[config.mk]
export PLATFORM = sky130hd
export DESIGN_NAME = smbus_regbank
export DESIGN_NICKNAME = d
export VERILOG_FILES = /design/src/rtl/smbus_regbank.sv
export SDC_FILE = /design/constraint.sdc
export NUM_CORES = 1
export LEC_CHECK = 0
export ABC_AREA = 1
export CORE_MARGIN = 2
export CORE_UTILIZATION = 41
export CTS_CLUSTER_DIAMETER = 40
export DETAILED_ROUTE_END_ITERATION = 10
export DONT_BUFFER_PORTS = 1
export GPL_TIMING_DRIVEN = 0
export MAX_ROUTING_LAYER = met4
export SLEW_MARGIN = 20
export SYNTH_ARGS = -nofsm -noshare
export SYNTH_HDL_FRONTEND = slang
export SYNTH_SLANG_ARGS = --single-unit
[constraint.sdc]
create_clock -name clk -period 1.8 [get_ports clk]
set_clock_uncertainty 0.05 [all_clocks]
set_input_delay 0.36 -clock clk [delete_from_list [all_inputs] [get_ports clk]]
set_output_delay 0.36 -clock clk [all_outputs]
set_load 0.005 [all_outputs]
[src/rtl/smbus_regbank.sv]
module smbus_regbank #(
  parameter int              NREG      = 8,
  parameter logic [6:0]      DEV_ADDR  = 7'h69,
  parameter logic [NREG*8-1:0] RESET_VAL = '0
) (
  input  logic              clk,
  input  logic              rst_n,
  input  logic              scl_i,
  input  logic              sda_i,
  output logic              sda_oe,
  output logic [NREG*8-1:0] regs_o
);
  localparam int         IW  = (NREG > 1) ? $clog2(NREG) : 1;
  localparam logic [7:0] NR8 = 8'(NREG);

  typedef enum logic [2:0] {S_IDLE, S_ADDR, S_CMD, S_CNT, S_WR, S_TX, S_WAIT} st_t;

  st_t        state;
  logic [2:0] scl_s, sda_s;
  logic [7:0] sh, tx;
  logic [3:0] bitcnt;
  logic [6:0] ptr;
  logic       blk, mack;
  logic [7:0] regs [NREG];

  always_ff @(posedge clk or negedge rst_n)
    if (!rst_n) begin
      scl_s <= '1;
      sda_s <= '1;
    end else begin
      scl_s <= {scl_s[1:0], scl_i};
      sda_s <= {sda_s[1:0], sda_i};
    end

  logic scl, sda, scl_rise, scl_fall, start_c, stop_c, in_rng, addr_hit;
  logic [7:0] rd_val;
  logic [6:0] ptr_nx;
  assign scl      = scl_s[1];
  assign sda      = sda_s[1];
  assign scl_rise = scl & ~scl_s[2];
  assign scl_fall = ~scl & scl_s[2];
  assign start_c  = scl & scl_s[2] & sda_s[2] & ~sda;
  assign stop_c   = scl & scl_s[2] & ~sda_s[2] & sda;
  assign in_rng   = {1'b0, ptr} < NR8;
  assign rd_val   = in_rng ? regs[ptr[IW-1:0]] : 8'h00;
  assign ptr_nx   = (&ptr) ? ptr : ptr + 7'd1;
  assign addr_hit = (sh[7:1] == DEV_ADDR);

  always_ff @(posedge clk or negedge rst_n) begin
    if (!rst_n) begin
      state  <= S_IDLE;
      bitcnt <= '0;
      sh     <= '0;
      tx     <= '0;
      ptr    <= '0;
      blk    <= 1'b0;
      mack   <= 1'b0;
      sda_oe <= 1'b0;
      for (int i = 0; i < NREG; i++) regs[i] <= RESET_VAL[i*8 +: 8];
    end else if (start_c) begin
      state  <= S_ADDR;
      bitcnt <= '0;
      sda_oe <= 1'b0;
    end else if (stop_c) begin
      state  <= S_IDLE;
      bitcnt <= '0;
      sda_oe <= 1'b0;
    end else if (state != S_IDLE && state != S_WAIT) begin
      if (scl_rise) begin
        if (bitcnt < 4'd8) begin
          sh     <= {sh[6:0], sda};
          bitcnt <= bitcnt + 4'd1;
        end else begin
          bitcnt <= 4'd9;
          mack   <= ~sda;
          case (state)
            S_CMD: begin
              blk <= ~sh[7];
              ptr <= sh[7] ? sh[6:0] : 7'd0;
            end
            S_WR: begin
              if (in_rng) regs[ptr[IW-1:0]] <= sh;
              ptr <= ptr_nx;
            end
            default: ;
          endcase
        end
      end else if (scl_fall) begin
        if (state == S_TX) begin
          if (bitcnt >= 4'd1 && bitcnt <= 4'd7) begin
            tx     <= tx << 1;
            sda_oe <= ~tx[6];
          end else if (bitcnt == 4'd8) begin
            sda_oe <= 1'b0;
          end else if (bitcnt == 4'd9) begin
            if (mack) begin
              tx     <= rd_val;
              sda_oe <= ~rd_val[7];
              ptr    <= ptr_nx;
              bitcnt <= '0;
            end else begin
              state  <= S_WAIT;
              sda_oe <= 1'b0;
            end
          end
        end else if (bitcnt == 4'd8) begin
          sda_oe <= (state != S_ADDR) || addr_hit;
        end else if (bitcnt == 4'd9) begin
          bitcnt <= '0;
          sda_oe <= 1'b0;
          case (state)
            S_ADDR:
              if (!addr_hit) state <= S_WAIT;
              else if (sh[0]) begin
                state <= S_TX;
                if (blk) begin
                  tx     <= NR8;
                  sda_oe <= ~NR8[7];
                end else begin
                  tx     <= rd_val;
                  sda_oe <= ~rd_val[7];
                  ptr    <= ptr_nx;
                end
              end else state <= S_CMD;
            S_CMD:   state <= blk ? S_CNT : S_WR;
            default: state <= S_WR;
          endcase
        end
      end
    end
  end

  for (genvar g = 0; g < NREG; g++) begin : g_out
    assign regs_o[g*8 +: 8] = regs[g];
  end

  p_quiet_parked_r8: assert property (@(posedge clk) disable iff (!rst_n)
    (state == S_IDLE || state == S_WAIT) |-> !sda_oe);

  p_drive_scl_low_r11: assert property (@(posedge clk) disable iff (!rst_n)
    (sda_oe != $past(sda_oe)) |-> !scl);

  p_commit_on_ack_r6: assert property (@(posedge clk) disable iff (!rst_n)
    (regs_o != $past(regs_o)) |-> $past(state == S_WR && scl_rise && bitcnt == 4'd8));

  p_discard_oor_r9: assert property (@(posedge clk) disable iff (!rst_n)
    $past(state == S_WR && scl_rise && bitcnt == 4'd8 && !in_rng) |-> (regs_o == $past(regs_o)));
endmodule

==> results of run 1 <==
## power groups by stage
| stage | sequential (mW) | clock, mW | combinational, mW |
|---|---|---|---|
| 5_1_grt | 2.63 | 2.14 | 2.30 |
| 2_1_floorplan | 2.58 | 0 | 1.12 |
| 6_report | 2.61 | 2.02 | 2.10 |
| 3_5_place_dp | 2.62 | 0 | 1.56 |
| 4_1_cts | 2.58 | 2.04 | 1.69 |
| 3_3_place_gp | 2.61 | 0 | 1.54 |
## logic make-up after synthesis
| family | synth area share |
|---|---|
| compound gates | 0.1566 |
| simple gates | 0.2608 |
| fa+ha+maj | 0.02156 |
| flops | 0.4901 |
| xor+xnor | 0.005031 |
| buf+inv | 0.06587 |
## Yosys cell counts, drive strengths merged
| cell | number | area (sq um) |
|---|---|---|
| o21ai | 106 | 556.8 |
| clkbuf | 8 | 30.03 |
| a31oi | 2 | 12.51 |
| dfrtp | 96 | 2402 |
| buf | 10 | 100.1 |
| a21o | 1 | 7.510 |
| ha | 9 | 112.6 |
| nand3b | 1 | 7.510 |
| o21a | 2 | 15.01 |
| a21boi | 2 | 22.52 |
| o21bai | 1 | 7.510 |
| a22oi | 4 | 30.03 |
| nand3 | 25 | 130.1 |
| inv | 57 | 214.0 |
| a21oi | 25 | 125.1 |
| o22ai | 3 | 18.77 |
| nor4 | 1 | 21.27 |
| dfstp | 6 | 157.7 |
| and2 | 1 | 6.260 |
| xor2 | 2 | 17.52 |
| xnor2 | 1 | 8.760 |
| a211oi | 1 | 7.510 |
| nand4 | 8 | 50.05 |
| nor3 | 7 | 40.04 |
| nand2 | 225 | 914.6 |
| nor2 | 43 | 180.2 |
| or2 | 2 | 12.51 |
| o211ai | 2 | 15.01 |
## final cells by class
type	instances	area share
multi-input combinational	475	0.4245
sequential	102	0.3852
timing repair buffer	32	0.05229
clock buffer	11	0.03649
inverter	57	0.03423
tap	172	0.03235
buffer	18	0.02671
clock inverter	4	0.008275
## worst min-delay path by stage
stage,from,end
after CTS,rst_n,regs_o[4]
after global routing,rst_n,regs_o[10]
after global placement,rst_n,regs_o[10]
after detailed placement,rst_n,regs_o[4]
after floorplan,rst_n,bitcnt[0]
final,rst_n,regs_o[10]
## through the flow
step	area (sq um)	power, mW	cells	hold WS, ps
after floorplan	5225	3.701	651	14.41
after global placement	5440	4.154	823	16.57
after detailed placement	5440	4.183	823	16.90
after CTS	5947	6.308	849	-371.7
after global routing	6653	7.061	871	-379.1
final	6653	6.726	871	-364.0
## critical path, stage by stage (launching register included)
cell and delay, ps:
dfstp_2 590, inv_2 60, ha_4 200, inv_1 70, nand2_2 90, nor3_4 250, buf_4 140, buf_6 100
o211ai_1 100, a21oi_1 150
## registers in the layout, summed over array words and instances, names as in the netlist
signal  cells
blk         1
ptr         7
sda_oe      1
bitcnt      4
regs_o     64
sda_s       3
mack        1
scl_s       3
tx          7
sh          8
state       3
## repair_timing
item | CTS | global route
pin swaps | 9 | 26
buffers inserted | 8 | 21
cloned | 1 | 2
setup endpoints to repair | 94 | 93
endpoints found under the hold margin | 104 | 102
gates resized for setup | 37 | 127
## per-layer routing
layer,up-vias,wire (um),GRT usage
met5,-,0,-
li1,2223,-,-
met3,29,1032,0.04634
met4,0,418,0.09490
met1,2266,7023,0.3300
met2,191,7178,0.3360
==> results.sh, run 1 <==
export IMPL_clkPwrFrac=0.300
export IMPL_gp_congestion=0.9004
export IMPL_comb_power_share=0.312
export IMPL_clkTransAtPathRegs_ps=80
export IMPL_ant_nets=0
export IMPL_syn_nets=664
export IMPL_antenna_found_initial=0
export IMPL_p_int_mw=4.200
export IMPL_worst_pin_slew_ps=919.4
export IMPL_core_area_sq_um=12520
export IMPL_initial_core_util=0.4173
export IMPL_hold_ws_ps=-364.0
export IMPL_ys_seq_area_frac=0.4901
export IMPL_cts_tree="built"
export IMPL_netlist_instances=651
export IMPL_cap_violations=0
export IMPL_synth_seq_cells=102
export IMPL_grt_overflow=0
export IMPL_drive_gt1_frac=0.2647
export IMPL_io_pins=69
export IMPL_yosysUniqueCellTypes=38
export IMPL_cts_buffer_depth=2
export IMPL_diodes=0
export IMPL_drtPass1Iterations=5
export IMPL_worstSetupEndpointType="flip-flop"
export IMPL_wl_um=15650
export IMPL_n_fill_cell=1194
export IMPL_drcViolationCount=0
export IMPL_cts_buffers=9
export IMPL_port_buffers=0
export IMPL_avgViaCountPerCell=5.406
export IMPL_h_tree_depth=3
export IMPL_grt_pass1_vias=4395
export IMPL_cts_root_buf="clkbuf_16"
export IMPL_violations="hold timing, setup timing"
export IMPL_die_x_um=116.9
export IMPL_cts_sinks=102
export IMPL_worst_skew_pair_late_latency_ps=360
export IMPL_fmax_mhz=534.4
export IMPL_p_leak_nw=3.083
export IMPL_chipHeight_um=116.9
export IMPL_crit_required_ps=2030
export IMPL_rr_worst_depth=9
export IMPL_rsz0062_at_grt="yes"
export IMPL_crit_path_max_fanout=4
export IMPL_dp_slack_ps=-355.0
export IMPL_setup_worst_path_class="flip-flop to flip-flop"
export IMPL_r2r_slack_ps=-70
export IMPL_final_cell_mix="191 x nand2_1, 94 x dfrtp_1, 67 x o21ai_1, 42 x inv_1, 26 x nor2_1"
export IMPL_max_vdd_ir_drop_mv=0.4839
export IMPL_power_density_nw_per_um2=1011
export IMPL_setup_viol=16
export IMPL_report_final_slew_viol_count=0
export IMPL_rows=41
export IMPL_cp_start_kind="flip-flop"
export IMPL_seq_power_share=0.388
export IMPL_multi_input_area_sq_um=2824
export IMPL_relSlewSlack=0.3871
export IMPL_grt_util_all_layers=0.2356
export IMPL_hpwlAfterDp_um=10200
export IMPL_startpoint="scl_s[1]"
export IMPL_grt_pass1_wl_um=23710
export IMPL_via_count=4709
export IMPL_reg2reg_to="ptr[6]"
export IMPL_rr_startpoint="scl_s[1]"
export IMPL_syn_avg_cell_area_sq_um=8.024
export IMPL_holdCritPathClass="input pin to async pin"
export IMPL_layout_cells_most_common="nand2_1"
export IMPL_switching_share=0.3755
export IMPL_fin_util=0.5315
export IMPL_wl_per_cell_um=17.97
export IMPL_fin_nets=708
export IMPL_die_area_sq_um=13660
export IMPL_areaGrowthSynthToFinish_pct=27.35
export IMPL_ff_latch_area_sq_um=2562
export IMPL_syn_area_sq_um=5224
export IMPL_period_needed_ps=1871
export IMPL_yosys_warnings=0
export IMPL_status="finished with violations"
export IMPL_worstPathArrival_ps=2100
export IMPL_setup_tns_ps=-327.0
export IMPL_hold_buffers=2
export IMPL_final_hold_viol_count=102
export IMPL_endpoint="ptr[6]"
export IMPL_switchingPower_mw=2.526
export IMPL_initialDrtViolationCount=428
export IMPL_grt_max_degree=103
export IMPL_fin_crit_sh=1.040
export IMPL_setup_slack_ps=-71.15
No activity file was read; power rests on OpenSTA's default activity.
==> inputs of run 2 (changes only) <==
CELL_PAD_IN_SITES_DETAIL_PLACEMENT = 1   (was not set)
CELL_PAD_IN_SITES_GLOBAL_PLACEMENT = 2   (was not set)
CORE_UTILIZATION = 34   (was 41)
PLACE_DENSITY_LB_ADDON = 0.1   (was not set)
==> run 2 against run 1 <==
Compared with the run above:
- critical path depth is 1 lower
- clock power barely moved
- highest routed layer unchanged
- largest power group unchanged
- core utilization down 11 points
- fmax rose by 2.1%
- final cell count grew 1.4%
- critical endpoint is now regs_o[5]
- count of clock-buffer cells in the layout increased by 1
- register-to-register slack improved by 40 ps
- combinational power fell by 4%
- flip-flop and latch count unchanged
- the flow still finishes with violations (hold timing, setup timing)
==> results.sh, run 2 (synthesized netlist as in run 1, its figures left out) <==
export IMPL_status="finished with violations"
export IMPL_violations="hold timing, setup timing"
export IMPL_port_buffers=0
export IMPL_layout_cells_most_common="nand2_1"
export IMPL_cts_sinks=102
export IMPL_multi_input_area_sq_um=2650
export IMPL_cts_root_buf="clkbuf_16"
export IMPL_h_tree_depth=3
export IMPL_cts_buffer_depth=2
export IMPL_power_density_nw_per_um2=1041
export IMPL_rsz0062_at_grt="yes"
export IMPL_via_count=4658
export IMPL_hpwlAfterDp_um=12590
export IMPL_initialDrtViolationCount=214
export IMPL_worst_pin_slew_ps=852.3
export IMPL_die_x_um=128.0
export IMPL_crit_required_ps=1960
export IMPL_fin_crit_sh=1.018
export IMPL_fmax_mhz=545.9
export IMPL_use_met1=0.3259
export IMPL_initial_core_util=0.3462
export IMPL_final_cell_mix="201 x nand2_1, 88 x dfrtp_1, 76 x o21ai_1, 43 x inv_1, 26 x nor2_1"
export IMPL_slowest_stage="dfstp_2"
export IMPL_setup_viol=14
export IMPL_rows=45
export IMPL_clkTransAtPathRegs_ps=70
export IMPL_worstPathArrival_ps=1990
export IMPL_dp_cells=839
export IMPL_crit_path_cell_trace="ha_2, nand3_4, nor2_8, buf_12, nand2_4, buf_8, nand2_1, o21ai_2"
export IMPL_p_leak_nw=3.008
export IMPL_holdCritPathClass="input pin to async pin"
export IMPL_largest_reg_flops=64
export IMPL_grt_util_all_layers=0.2391
export IMPL_fin_cells=883
export IMPL_wl_um=18020
export IMPL_chipHeight_um=128.0
export IMPL_diodes=0
export IMPL_period_needed_ps=1832
export IMPL_worst_skew_pair_late_latency_ps=360
export IMPL_final_hold_viol_count=102
export IMPL_relSlewSlack=0.4318
export IMPL_antenna_found_initial=0
export IMPL_gr_max_usage_layer="met2"
export IMPL_setup_slack_ps=-31.78
export IMPL_crit_path_max_fanout=10
export IMPL_cap_violations=0
export IMPL_grt_overflow=0
export IMPL_cts_buffers=9
export IMPL_drive_gt1_frac=0.2302
export IMPL_crit_path_max_incr_delay_ps=620
export IMPL_io_pins=69
export IMPL_die_area_sq_um=16370
export IMPL_setup_worst_path_class="flip-flop to flip-flop"
export IMPL_cp_start_kind="flip-flop"
export IMPL_drtPass1Iterations=5
export IMPL_max_vdd_ir_drop_mv=0.4856
export IMPL_cts_tree="built"
export IMPL_grt_max_degree=103
export IMPL_areaGrowthSynthToFinish_pct=22.97
export IMPL_report_final_slew_viol_count=0
export IMPL_fin_nets=703
export IMPL_drcViolationCount=0
export IMPL_worstSetupEndpointType="flip-flop"
export IMPL_grt_pass1_wl_um=28570
export IMPL_use_met3=0.04674
export IMPL_hold_ws_ps=-359.2
export IMPL_avgViaCountPerCell=5.275
export IMPL_grt_use_met2=0.3658
export IMPL_core_area_sq_um=15090
export IMPL_ant_nets=0
export IMPL_n_fill_cell=1786
export IMPL_wl_per_cell_um=20.41
export IMPL_hold_buffers=2
export IMPL_gp_congestion=0.7967
export IMPL_ff_latch_area_sq_um=2570
export IMPL_grt_pass1_vias=4844
run 2: cell count changes in the layout (fill, tap and decap cells not counted), sizes merged:
cell	change
buf	-2
clkbuf	-2
clkinvlp	-1
inv	+1
run 2: per-layer routing:
metal | vias to the layer above | wire (um)
met5 | - | 0
met4 | 0 | 322
met3 | 22 | 780
met2 | 92 | 8368
met1 | 2328 | 8552
li1 | 2216 | -
run 2: what timing repair did:
action / 4_1_cts / 5_1_grt
gates cloned: 1 / 1
resized for setup: 74 / 48
endpoints found under the hold margin: 104 / 102
pin swaps: 16 / 9
setup buffers: 19 / 5
endpoints found under the setup margin: 94 / 92
run 2: layout make-up:
class | instances | area share
multi-input combinational | 475 | 0.4125
sequential | 102 | 0.4001
timing repair buffer | 27 | 0.04129
clock buffer | 12 | 0.03837
tap | 188 | 0.03662
inverter | 57 | 0.03370
buffer | 18 | 0.02883
clock inverter | 4 | 0.008570
run 2: worst max-delay path: cells and delay by family (launching register included):
family / cells / cell delay [ps]
fa+ha+maj: 1 / 220
buf+inv: 2 / 290
compound gates: 1 / 60
simple gates: 4 / 440
flops: 1 / 620
run 2: power by group:
part           internal, mW  total [mW]  switching (mW)
logic                 0.605        2.02            1.42
clock network          1.13        2.04           0.917
registers              2.44        2.62           0.180
total                  4.17        6.68            2.52
run 2: worst paths after layout:
| path | startpoint | end | slack [ps] | cells after the start |
|---|---|---|---|---|
| min in group clk | scl_s[0] | scl_s[1] | 310 | 0 |
| worst max register to register | scl_s[1] | regs_o[5] | -30 | 8 |
| worst min register to register | scl_s[0] | scl_s[1] | 310 | 0 |
| worst max-delay path | scl_s[1] | regs_o[5] | -30 | 8 |
| worst min-delay path | rst_n | regs_o[6] | -360 | 0 |
| max in group asynchronous | rst_n | scl_s[2] | 1820 | 0 |
run 2: through the flow:
stage | utilization | TNS (ps) | total power [mW] | setup slack, ps | area, sq um
after global placement | 0.3619 | -39350 | 4.241 | -537.3 | 5460
after CTS | 0.4108 | -84.33 | 6.584 | -24.37 | 6198
final | 0.4257 | -183.6 | 6.685 | -31.78 | 6424
after detailed placement | 0.3619 | -42200 | 4.279 | -578.9 | 5460
after global routing | 0.4257 | -3928 | 7.093 | -153.8 | 6424
after floorplan | - | -2.073 | 3.701 | -2.073 | 5225
==> inputs of run 3 (changes only) <==
CORE_UTILIZATION = 37   (was 34)
clock period = 2 ns   (was 1.8 ns; I/O delays follow)
==> run 3 against run 2 <==
Compared with the run above:
- the flow finishes with violations (hold timing)
- sequential power fell by 11%
- global-route usage grew 1.5 points
- routed wire length decreased by 4.0%
- non-clock buffer count down 12
- critical endpoint is now tx[6]
- highest routed layer unchanged
- combinational power down 16%
- first-iteration DRC count is the same
- fmax decreased by 4.2%
- cell area decreased by 5.8%
- final cell count fell by 2.3%
- flip-flop and latch count is the same
- core utilization is 1.2 points higher
- sequential share of layout area grew 2.3 points
==> results.sh, run 3 (synthesized netlist as in run 1, its figures left out) <==
export IMPL_cap_violations=0
export IMPL_cts_root_buf="clkbuf_16"
export IMPL_placed_area_sq_um=5449
export IMPL_holdCritPathClass="input pin to async pin"
export IMPL_slowest_stage="dfrtp_2"
export IMPL_grt_pass1_vias=4741
export IMPL_layout_cells_most_common="nand2_1"
export IMPL_final_cell_mix="205 x nand2_1, 95 x dfrtp_1, 76 x o21ai_1, 46 x inv_1, 31 x nor2_1"
export IMPL_clkTransAtPathRegs_ps=70
export IMPL_die_x_um=122.8
export IMPL_crit_top_cell="nand2_1"
export IMPL_ant_nets=0
export IMPL_via_count=4563
export IMPL_die_area_sq_um=15080
export IMPL_crit_required_ps=2230
export IMPL_wl_per_cell_um=20.06
export IMPL_crit_path_max_incr_delay_ps=460
export IMPL_p_leak_nw=2.902
export IMPL_worstSetupEndpointType="flip-flop"
export IMPL_avgViaCountPerCell=5.287
export IMPL_io_pins=69
export IMPL_cts_sinks=102
export IMPL_switching_share=0.3763
export IMPL_diodes=0
export IMPL_setup_slack_ps=88.37
export IMPL_fin_crit_sh=0.9558
export IMPL_rr_worst_depth=8
export IMPL_rr_startpoint="ptr[0]"
export IMPL_grt_pass1_wl_um=27570
export IMPL_period_needed_ps=1912
export IMPL_final_area_sq_um=6053
export IMPL_largest_reg_flops=64
export IMPL_core_area_sq_um=13830
export IMPL_relSlewSlack=0.4944
export IMPL_comb_power_share=0.293
export IMPL_p_int_mw=3.631
export IMPL_grt_overflow=0
export IMPL_crit_path_cell_trace="clkbuf_2, nor2_1, nand2_1, nand3_1, nor2_2, nand2_1, a21oi_1, o21ai_1"
export IMPL_startpoint="ptr[0]"
export IMPL_initial_core_util=0.3778
export IMPL_worst_pin_slew_ps=758.4
export IMPL_areaGrowthSynthToFinish_pct=15.88
export IMPL_grt_util_all_layers=0.2536
export IMPL_final_hold_viol_count=102
export IMPL_max_vdd_ir_drop_mv=0.4928
export IMPL_gp_congestion=0.8523
export IMPL_report_final_slew_viol_count=0
export IMPL_fin_util=0.4378
export IMPL_fmax_mhz=523.1
export IMPL_drtPass1Iterations=5
export IMPL_power_density_nw_per_um2=961.8
export IMPL_hpwlAfterDp_um=12450
export IMPL_cts_tree="built"
export IMPL_setup_viol=0
export IMPL_crit_path_max_fanout=10
export IMPL_dp_slack_ps=-357.4
export IMPL_dp_cells=831
export IMPL_drive_gt1_frac=0.1728
export IMPL_chipHeight_um=122.8
export IMPL_seq_power_share=0.402
export IMPL_setup_worst_path_class="flip-flop to flip-flop"
export IMPL_wl_um=17310
export IMPL_drcViolationCount=0
export IMPL_worst_skew_pair_late_latency_ps=360
export IMPL_worstPathArrival_ps=2140
export IMPL_reg2reg_to="tx[6]"
export IMPL_clkPwrFrac=0.305
export IMPL_violations="hold timing"
export IMPL_cts_buffers=9
export IMPL_hold_buffers=2
export IMPL_r2r_slack_ps=90
export IMPL_hold_ws_ps=-315.6
export IMPL_switchingPower_mw=2.191
export IMPL_rows=43
export IMPL_fin_nets=691
export IMPL_fin_cells=863
export IMPL_h_tree_depth=3
export IMPL_endpoint="tx[6]"
export IMPL_cp_start_kind="flip-flop"
export IMPL_antenna_found_initial=0
export IMPL_cts_buffer_depth=2
export IMPL_status="finished with violations"
export IMPL_grt_max_degree=103
export IMPL_port_buffers=0
export IMPL_initialDrtViolationCount=214
==> run 3: cell type report <==
type	instances	area (sq um)
inverter	57	217.7
clock buffer	12	236.5
multi-input combinational	475	2484
tap	180	225.2
buffer	18	150.1
timing repair buffer	15	130.1
sequential	102	2561
fill	1652	7774
clock inverter	4	48.80
==> run 3: critical path, delay by kind of cell (launching register included) <==
kind,cells,cell delay (ps)
AOI/OAI and AO/OA,2,200
buffers and inverters,1,270
DFF,1,460
and+or+nand+nor,5,850
==> run 3: worst min path at each step <==
stage / start / to / slack, ps / cells past startpoint
6_report: rst_n / regs_o[36] / -320 / 0
4_1_cts: rst_n / regs_o[37] / -330 / 0
3_5_place_dp: rst_n / regs_o[42] / 60 / 0
2_1_floorplan: rst_n / bitcnt[0] / 50 / 0
5_1_grt: rst_n / regs_o[34] / -340 / 0
3_3_place_gp: rst_n / regs_o[44] / 60 / 0
==> run 3: per-stage QoR <==
stage / TNS, ps / power, mW
4_1_cts: 0 / 5.751
2_1_floorplan: 0 / 3.331
5_1_grt: -81.23 / 6.170
3_3_place_gp: -19580 / 3.857
6_report: 0 / 5.822
3_5_place_dp: -20960 / 3.896
==> run 3: repair_timing <==
action	in CTS	in global routing
setup buffers	4	9
setup endpoints to repair	94	49
pin swaps	3	6
gates resized for setup	16	47
endpoints found under the hold margin	104	102
gates cloned	0	1
==> run 3: power groups by stage <==
stage | sequential, mW | combinational [mW] | clock (mW)
after global routing | 2.36 | 1.89 | 1.92
after detailed placement | 2.36 | 1.53 | 0
after CTS | 2.33 | 1.59 | 1.84
after floorplan | 2.33 | 1.00 | 0
after global placement | 2.36 | 1.50 | 0
final | 2.34 | 1.70 | 1.78
==> run 3: layer usage <==
| metal | track usage | up-vias | wire, um |
|---|---|---|---|
| met1 | 0.3605 | 2283 | 8527 |
| li1 | - | 2192 | - |
| met2 | 0.3688 | 82 | 7820 |
| met3 | 0.05716 | 6 | 830 |
| met5 | - | - | 0 |
| met4 | 0.05747 | 0 | 133 |
